### src/rtl/stf_pkg.sv
package stf_pkg;
  // Fault indices; the injection codes equal these indices.
  localparam int unsigned FLT_UNREC = 6;
  localparam int unsigned FLT_REC   = 7;
  localparam int unsigned FLT_MBIST = 8;
  localparam int unsigned FLT_MIN_W = FLT_MBIST + 1;
endpackage

### src/rtl/stf_event_detect.sv
module stf_event_detect #(
  parameter int unsigned N_FLT = 16,
  parameter int unsigned MB_W  = 4
) (
  input  logic             bist_active_i,
  input  logic             sig_fail_i,
  input  logic             cfg_unrec_i,
  input  logic [MB_W-1:0]  mbist_ctrl_i,
  output logic [N_FLT-1:0] hw_set_o
);
  import stf_pkg::*;

  always_comb begin
    hw_set_o = '0;
    // Signature failures only count during a self-test run.
    if (bist_active_i && sig_fail_i) begin
      if (cfg_unrec_i) hw_set_o[FLT_UNREC] = 1'b1;
      else             hw_set_o[FLT_REC]   = 1'b1;
    end
    // Memory-test control seen while the application runs.
    if (!bist_active_i && (|mbist_ctrl_i)) hw_set_o[FLT_MBIST] = 1'b1;
  end
endmodule

### src/rtl/stf_inject_decode.sv
module stf_inject_decode #(
  parameter int unsigned N_FLT  = 16,
  parameter int unsigned CODE_W = 8
) (
  input  logic              inj_we_i,
  input  logic [CODE_W-1:0] inj_code_i,
  output logic [N_FLT-1:0]  inj_set_o
);
  import stf_pkg::*;

  for (genvar i = 0; i < N_FLT; i++) begin : g_dec
    if (i == FLT_UNREC || i == FLT_REC || i == FLT_MBIST) begin : g_live
      assign inj_set_o[i] = inj_we_i && (inj_code_i == CODE_W'(i));
    end else begin : g_dead
      assign inj_set_o[i] = 1'b0;
    end
  end
endmodule

### src/rtl/stf_status_bank.sv
module stf_status_bank #(
  parameter int unsigned N_FLT = 16
) (
  input  logic             clk,
  input  logic             rst,
  input  logic [N_FLT-1:0] set_i,
  input  logic             clr_we_i,
  input  logic [N_FLT-1:0] clr_mask_i,
  output logic [N_FLT-1:0] stat_nxt_o,
  output logic [N_FLT-1:0] status_o
);
  for (genvar i = 0; i < N_FLT; i++) begin : g_bit
    // Set has priority over a same-cycle clear.
    assign stat_nxt_o[i] = set_i[i] | (status_o[i] & ~(clr_we_i & clr_mask_i[i]));

    always_ff @(posedge clk) begin
      if (rst) status_o[i] <= 1'b0;
      else     status_o[i] <= stat_nxt_o[i];
    end

    AST_W1C_ONLY: assert property (@(posedge clk) disable iff (rst)
      $fell(status_o[i]) |-> $past(clr_we_i && clr_mask_i[i]));
    AST_SET_WINS: assert property (@(posedge clk) disable iff (rst)
      set_i[i] |=> status_o[i]);
  end
endmodule

### src/rtl/stf_selftest_flags.sv
module stf_selftest_flags (
  input  logic clk,
  input  logic rst,
  input  logic set_unrec_i,
  input  logic set_rec_i,
  input  logic clr_unrec_i,
  input  logic clr_rec_i,
  output logic unrec_flag_o,
  output logic rec_flag_o
);
  always_ff @(posedge clk) begin
    if (rst) begin
      unrec_flag_o <= 1'b0;
      rec_flag_o   <= 1'b0;
    end else begin
      if (set_unrec_i)      unrec_flag_o <= 1'b1;
      else if (clr_unrec_i) unrec_flag_o <= 1'b0;
      if (set_rec_i)        rec_flag_o   <= 1'b1;
      else if (clr_rec_i)   rec_flag_o   <= 1'b0;
    end
  end

  AST_FLAG_CLR_CAUSE: assert property (@(posedge clk) disable iff (rst)
    $fell(unrec_flag_o) |-> $past(clr_unrec_i));
endmodule

### src/rtl/stf_reaction.sv
module stf_reaction #(
  parameter int unsigned N_FLT = 16
) (
  input  logic             clk,
  input  logic             rst,
  input  logic             react_we_i,
  input  logic [N_FLT-1:0] react_data_i,
  input  logic [N_FLT-1:0] stat_nxt_i,
  output logic [N_FLT-1:0] react_o,
  output logic             rst_req_o,
  output logic             irq_o
);
  logic [N_FLT-1:0] react_nxt;

  assign react_nxt = react_we_i ? react_data_i : react_o;

  always_ff @(posedge clk) begin
    if (rst) begin
      react_o   <= '0;
      rst_req_o <= 1'b0;
      irq_o     <= 1'b0;
    end else begin
      react_o   <= react_nxt;
      rst_req_o <= |(stat_nxt_i & react_nxt);
      irq_o     <= |(stat_nxt_i & ~react_nxt);
    end
  end
endmodule

### src/rtl/stf_collector.sv
module stf_collector #(
  parameter int unsigned N_FLT  = 16,  // must be at least 9
  parameter int unsigned MB_W   = 4,
  parameter int unsigned CODE_W = 8
) (
  input  logic              clk,
  input  logic              rst,
  input  logic              bist_active_i,
  input  logic              sig_fail_i,
  input  logic              cfg_unrec_i,
  input  logic [MB_W-1:0]   mbist_ctrl_i,
  input  logic              inj_we_i,
  input  logic [CODE_W-1:0] inj_code_i,
  input  logic              clr_we_i,
  input  logic [N_FLT-1:0]  clr_mask_i,
  input  logic              react_we_i,
  input  logic [N_FLT-1:0]  react_data_i,
  output logic [N_FLT-1:0]  status_o,
  output logic              unrec_flag_o,
  output logic              rec_flag_o,
  output logic              rst_req_o,
  output logic              irq_o
);
  import stf_pkg::*;

  logic [N_FLT-1:0] hw_set, inj_set, set_all, stat_nxt, react_q;

  stf_event_detect #(.N_FLT(N_FLT), .MB_W(MB_W)) u_detect (
    .bist_active_i(bist_active_i), .sig_fail_i(sig_fail_i),
    .cfg_unrec_i(cfg_unrec_i), .mbist_ctrl_i(mbist_ctrl_i),
    .hw_set_o(hw_set)
  );

  stf_inject_decode #(.N_FLT(N_FLT), .CODE_W(CODE_W)) u_inject (
    .inj_we_i(inj_we_i), .inj_code_i(inj_code_i), .inj_set_o(inj_set)
  );

  assign set_all = hw_set | inj_set;

  stf_status_bank #(.N_FLT(N_FLT)) u_bank (
    .clk(clk), .rst(rst), .set_i(set_all), .clr_we_i(clr_we_i),
    .clr_mask_i(clr_mask_i), .stat_nxt_o(stat_nxt), .status_o(status_o)
  );

  stf_selftest_flags u_flags (
    .clk(clk), .rst(rst),
    .set_unrec_i(set_all[FLT_UNREC]), .set_rec_i(set_all[FLT_REC]),
    .clr_unrec_i(clr_we_i && clr_mask_i[FLT_UNREC]),
    .clr_rec_i(clr_we_i && clr_mask_i[FLT_REC]),
    .unrec_flag_o(unrec_flag_o), .rec_flag_o(rec_flag_o)
  );

  stf_reaction #(.N_FLT(N_FLT)) u_react (
    .clk(clk), .rst(rst), .react_we_i(react_we_i), .react_data_i(react_data_i),
    .stat_nxt_i(stat_nxt), .react_o(react_q), .rst_req_o(rst_req_o), .irq_o(irq_o)
  );

  AST_UNREC_MIRROR: assert property (@(posedge clk) disable iff (rst)
    (unrec_flag_o == status_o[FLT_UNREC]) && (rec_flag_o == status_o[FLT_REC]));
  AST_REC_NEEDS_RUN: assert property (@(posedge clk) disable iff (rst)
    $rose(status_o[FLT_REC]) |-> $past((bist_active_i && sig_fail_i && !cfg_unrec_i)
                                       || (inj_we_i && inj_code_i == CODE_W'(FLT_REC))));
  AST_MB_CAUSE: assert property (@(posedge clk) disable iff (rst)
    $rose(status_o[FLT_MBIST]) |-> $past((!bist_active_i && |mbist_ctrl_i)
                                         || (inj_we_i && inj_code_i == CODE_W'(FLT_MBIST))));
  AST_BAD_CODE_INERT: assert property (@(posedge clk) disable iff (rst)
    (inj_we_i && inj_code_i != CODE_W'(FLT_UNREC) && inj_code_i != CODE_W'(FLT_REC)
     && inj_code_i != CODE_W'(FLT_MBIST) && !sig_fail_i && mbist_ctrl_i == '0 && !clr_we_i)
    |=> $stable(status_o));
  AST_ROUTE: assert property (@(posedge clk) disable iff (rst)
    (irq_o == |(status_o & ~react_q)) && (rst_req_o == |(status_o & react_q)));
endmodule

### config.mk
export PLATFORM = sky130hd
export DESIGN_NAME = stf_collector
export DESIGN_NICKNAME = d
export VERILOG_FILES = /design/src/rtl/stf_pkg.sv /design/src/rtl/stf_event_detect.sv /design/src/rtl/stf_inject_decode.sv /design/src/rtl/stf_status_bank.sv /design/src/rtl/stf_selftest_flags.sv /design/src/rtl/stf_reaction.sv /design/src/rtl/stf_collector.sv
export SDC_FILE = /design/constraint.sdc
export NUM_CORES = 1
export LEC_CHECK = 0
export ABC_AREA = 1
export CAP_MARGIN = 20
export CORE_ASPECT_RATIO = 2
export CORE_MARGIN = 4
export CORE_UTILIZATION = 50
export CTS_BUF_LIST = sky130_fd_sc_hd__clkbuf_2 sky130_fd_sc_hd__clkbuf_4 sky130_fd_sc_hd__clkbuf_8
export CTS_CLUSTER_DIAMETER = 60
export DETAILED_ROUTE_END_ITERATION = 16
export DONT_BUFFER_PORTS = 1
export GPL_TIMING_DRIVEN = 0
export PLACE_DENSITY_LB_ADDON = 0.3
export RECOVER_POWER = 25
export SLEW_MARGIN = 20
export SYNTH_ARGS = -nofsm -noshare
export SYNTH_HDL_FRONTEND = slang
export SYNTH_SLANG_ARGS = --single-unit
export TNS_END_PERCENT = 5
### constraint.sdc
create_clock -name clk -period 3.22 [get_ports clk]
set_clock_uncertainty 0.2 [all_clocks]
set_input_delay 0 -clock clk [delete_from_list [all_inputs] [get_ports clk]]
set_output_delay 0 -clock clk [all_outputs]
set_load 0.02 [all_outputs]
# Yosys cells after proc, flatten, opt, wreduce, memory -nomap -nowiden
# Index checks and enable logic that the tools add are counted.
[word_totals] regBits=36 inputBits=52 wordCells=114
[op_classes] eq_ne=3 n_mux=9 bitwise=68 reduce_logical=13
[ops] op="$and A1 B1 Y1" count=32
[ops] op="$and A16 B16 Y16" count=2
[ops] op="$reduce_or A16 Y1" count=2
[ops] op="$eq A8 B3 Y1 const B" count=2
[ops] op="$mux W16" count=1
[ops] op="$not A1 Y1" count=16
[ops] op="$not A16 Y16" count=1
[ops] op="$or A1 B1 Y1" count=9
[ops] op="$or A9 B9 Y9" count=1
[ops] op="$eq A8 B4 Y1 const B" count=1
[ops] op="$logic_and A1 B1 Y1" count=7
[ops] op="$mux W1" count=7
[ops] op="$or A1 B1 Y1 const A" count=7
[ops] op="$reduce_bool A2 Y1" count=2
[ops] op="$reduce_or A4 Y1" count=1
[ops] op="$mux W2" count=1
[ops] op="$logic_not A1 Y1" count=1

# Longest topological paths before layout
[depth] word_depth=7 ltp_mapped=13 ltp_nobuf=11

# Cells and area by module
# Synthesis repeated with hierarchy kept, for this count alone.
[hier_totals] cells_unflattened=368 hier_area_um2=2379.8
[modules_own_cells] mod="stf_reaction" instances=1 cells_per_inst=155 area_each_um2=1018.5 seq_area_each_um2=360.3
[modules_own_cells] mod="stf_status_bank" instances=1 cells_per_inst=100 area_each_um2=790.8 seq_area_each_um2=320.3
[modules_own_cells] mod="stf_collector" instances=1 cells_per_inst=52 area_each_um2=195.2 seq_area_each_um2=0.0
[modules_own_cells] mod="stf_inject_decode" instances=1 cells_per_inst=30 area_each_um2=173.9 seq_area_each_um2=0.0
[modules_own_cells] mod="stf_event_detect" instances=1 cells_per_inst=21 area_each_um2=128.9 seq_area_each_um2=0.0
[modules_own_cells] mod="stf_selftest_flags" instances=1 cells_per_inst=10 area_each_um2=72.6 seq_area_each_um2=40.0

# Worst setup path before layout
# No wires, ideal clock.
[synth_timing] path_type="reg-to-reg" startpoint="reg u_bank.status_o[1]" endpoint="reg u_react.rst_req_o" setup_time_ns=0.065 arrival_ns=1.075 slack_ns=1.880 stages_incl_launch_ff=8 path_buffers=0 period_less_slack_ns=1.340 cell_sequence="dfxtp_1 > a21boi_0 > nand3_1 > nand3_1 > nor2_1 > nand3_1 > nor2_1 > nor2_1"
[synth_via] elab_chain_len=4
[synth_lines] item="start, declared" line="stf_status_bank.sv:10" rtl="output logic [N_FLT-1:0] status_o"
[synth_lines] item="start signal, assigned by index" line="stf_status_bank.sv:18" rtl="else status_o[i] <= stat_nxt_o[i];"
[synth_lines] item="$and A1 B1 Y1" line="stf_status_bank.sv:14" rtl="assign stat_nxt_o[i] = set_i[i] | (status_o[i] & ~(clr_we_i & clr_mask_i[i]));"
[synth_lines] item="$or A1 B1 Y1" line="stf_status_bank.sv:14"
[synth_lines] item="$and A16 B16 Y16" line="stf_reaction.sv:24" rtl="rst_req_o <= |(stat_nxt_i & react_nxt);"
[synth_lines] item="$reduce_or A16 Y1" line="stf_reaction.sv:24"
[synth_lines] item="end signal, assigned" line="stf_reaction.sv:24"
[synth_lines] item="end, declared" line="stf_reaction.sv:10" rtl="output logic rst_req_o,"
# No other way between the ends.
# A chain may end at the register's enable or synchronous reset.

# Worst setup path in the final report
[layout_timing] startpoint="in bist_active_i" endpoint="reg u_bank.status_o[7]"
[layout_via] elab_chain_len=4
[layout_lines] item="start, declared" line="stf_collector.sv:8" rtl="input logic bist_active_i,"
[layout_lines] item="$logic_and A1 B1 Y1" line="stf_event_detect.sv:16" rtl="if (bist_active_i && sig_fail_i) begin"
[layout_lines] item="$mux W2" line="stf_event_detect.sv:16"
[layout_lines] item="$or A9 B9 Y9" line="stf_collector.sv:38" rtl="assign set_all = hw_set | inj_set;"
[layout_lines] item="$or A1 B1 Y1" line="stf_status_bank.sv:14"
# No other way between the ends.

==> run metrics <==
gr usage total 0.247; LEAKAGE 1.21 nW; RR Startpoint u_bank.status_o[7]; vias in the first global route 1,997; met1 Track Usage GR 0.230; Global Route met3 Usage 0.0650; Sink Count 36; Switch Pwr 240 uW; Die ar. 0.00457 mm^2; initial antenna violation count 0; Yosys warnings 0; Most Crowded Layer GR met2; Max clock buf depth 2; grt total ovfl 0; Adder-Cell Fraction of Synth Area 0; worst hold margin 0.0112 ns; Max-Cap Viols 0; GR Util met2 0.470; max-slew violation count 0; post-synth cell types 22; Hold Fails Final Rpt 0; Post-Synth XOR/XNOR Area 0; Rel. slew slack 0.601; Total Power 974 uW; Finish-stage setup viols 0; Worst-Margin Slew 0.598 ns; Pint 734 uW; Worst R2R End u_bank.status_o[7]; DIE WIDTH 49.8 um; Cell Pwr Density 392 mW/mm^2; Vias/cell 5.15; First DRT Iteration DRCs 36; First-pass DRT Iterations 4; status finished clean; ANT cells 0; most frequent cells in the layout nand2_1 (80), dlygate4sd3_1 (60), nor2_1 (48), dfxtp_1 (36), inv_1 (29); Clock transition at path regs 0.07 ns; setup TNS 0 ns; first-pass GRT wire length 8580 um; Initial Utilization 0.518; combinational power share 0.154; IO Pins 72; Compound-Gate Fraction of Synth Area 0.0894; Chip Height 91.6 um; Avg Cell Area, Syn 6.55 um^2; Crit. Startpoint bist_active_i; main combinational cell family by area after synthesis simple AND/OR/NAND/NOR gates; Post-Synth Simple-Gate Area 0.391; Vias 1,885; H-Tree Depth 2; Synthesized Nets 319; min cycle time layout 2.78 ns; CTS Root Cell clkbuf_8; largest net degree at the start of global routing 11; commonest non-fill, non-tap cell in the layout nand2_1; Switching Fraction 0.247; layout cells sized above 1 0.0928; Worst IR Drop VDD 0.455 mV; IO Port Bufs 0; Final HPWL DP 3030 um; Mapped Area 0.00175 mm^2; Hold Path Class in -> reg; Worst Setup EP u_bank.status_o[7]; proportion of synthesized area in mux cells 0; later-pin clock latency in the skew report 0.29 ns; PostCTS Resize Cnt 0; Hold Path Stages 7; Reg2Reg Depth 6; WS Path Type in -> reg; fin nets 386; CTS Buf Count 5; CP arrival 2.76 ns; setup repair after global routing missed its margin false; DRC 0; core area 0.00338 mm^2; sequential element share of the synthesized area 0.412; CTS tree yes; FF+latch count, synth 36; WL/cell 14.3 um; Tcrit/Tclk final 0.862; Setup crit start kind input port; RD Place Congestion 0.794; r2r setup slk 1.00 ns; Syn Inst Count 267; Worst Path Required 3.21 ns; Layout Area Growth over Synthesis 42.1%; drt total wl 5220 um; Rows 30; Routed Antenna Nets 0; worst-path fanout max 3; crit end category register; Clk pwr share 0.355; Flop pwr share 0.491; fmax 360 MHz
[area by class of cell]
| type | count | area, um^2 |
|---|---|---|
| plain buffers | 9 | 65.1 |
| clock buffers | 7 | 96.3 |
| fillers | 281 | 892 |
| inverters | 33 | 124 |
| multi-input cells | 189 | 840 |
| flip-flops and latches | 36 | 721 |
| well taps | 32 | 40.0 |
| repair buffers | 60 | 601 |
[worst max-delay path: stages]
cell,delay [ns]
dlygate4sd3_1,0.59
nand3b_1,0.16
dlygate4sd3_1,0.58
nand3_1,0.13
dlygate4sd3_1,0.60
nand2_1,0.08
dlygate4sd3_1,0.57
inv_1,0.04
[kinds of logic (layout without fill, tap and decap cells)]
| family | Yosys count | in the layout |
|---|---|---|
| flip-flops | 36 | 36 |
| AO/OA/AOI/OAI | 26 | 26 |
| buffers and inverters | 42 | 109 |
| AND/OR/NAND/NOR | 163 | 163 |
[synth_stat cells (all sizes together)]
cell type	number	area, um^2
a21boi	6	45.0
a21oi	11	55.1
and2	1	6.26
buf	5	50.0
clkbuf	4	15.0
clkinv	1	3.75
dfxtp	36	721
inv	32	120
nand2	90	363
nand2b	1	6.26
nand3	13	65.1
nand3b	2	15.0
nor2	48	180
nor3	2	10.0
o21ai	9	56.3
or2	6	37.5
[per-layer routing]
metal / up-vias / wire length (um)
met2: 76 / 2940
met5: - / 0
met1: 854 / 1810
met3: 16 / 268
met4: 0 / 198
li1: 939 / -
[per-stage QoR]
stage	area, um^2	util	setup WS (ns)	cells
finish	2490	0.736	0.445	366
global route	2490	0.736	0.371	366
CTS	2490	0.736	0.635	366
detailed placement	1790	0.530	1.69	299
global placement	1790	0.530	1.72	299
floorplan	1750	-	1.88	267
[repair_timing]
action | CTS | global route
endpoints found under the hold margin | 36 | 0
endpoints found under the setup margin | 0 | 0
hold buffers | 60 | 0
setup buffers | 0 | 0
[how the worst min path moves through the flow]
stage | from | endpoint | slack, ns
6_report | bist_active_i | u_react.rst_req_o | 0.01
5_1_grt | bist_active_i | u_react.rst_req_o | 0.08
4_1_cts | bist_active_i | u_react.rst_req_o | 0.01
3_5_place_dp | react_data_i[9] | u_react.react_o[9] | -0.02
3_3_place_gp | react_we_i | u_react.react_o[0] | -0.03
2_1_floorplan | react_we_i | u_react.react_o[0] | -0.04
[power groups by stage]
stage               sequential, mW  combinational (mW)  clock (mW)
CTS                          0.477               0.145       0.350
detailed placement           0.488              0.0872           0
global route                 0.479               0.167       0.376
global placement             0.487              0.0856           0
floorplan                    0.486              0.0712           0
finish                       0.478               0.150       0.346
[sequential cells by signal (all words and copies together), names as in the netlist]
name / cells
u_bank.status_o: 16
u_flags.rec_flag_o: 1
u_flags.unrec_flag_o: 1
u_react.irq_o: 1
u_react.react_o: 16
u_react.rst_req_o: 1
Note: power is estimated with default switching activity, not from simulation.
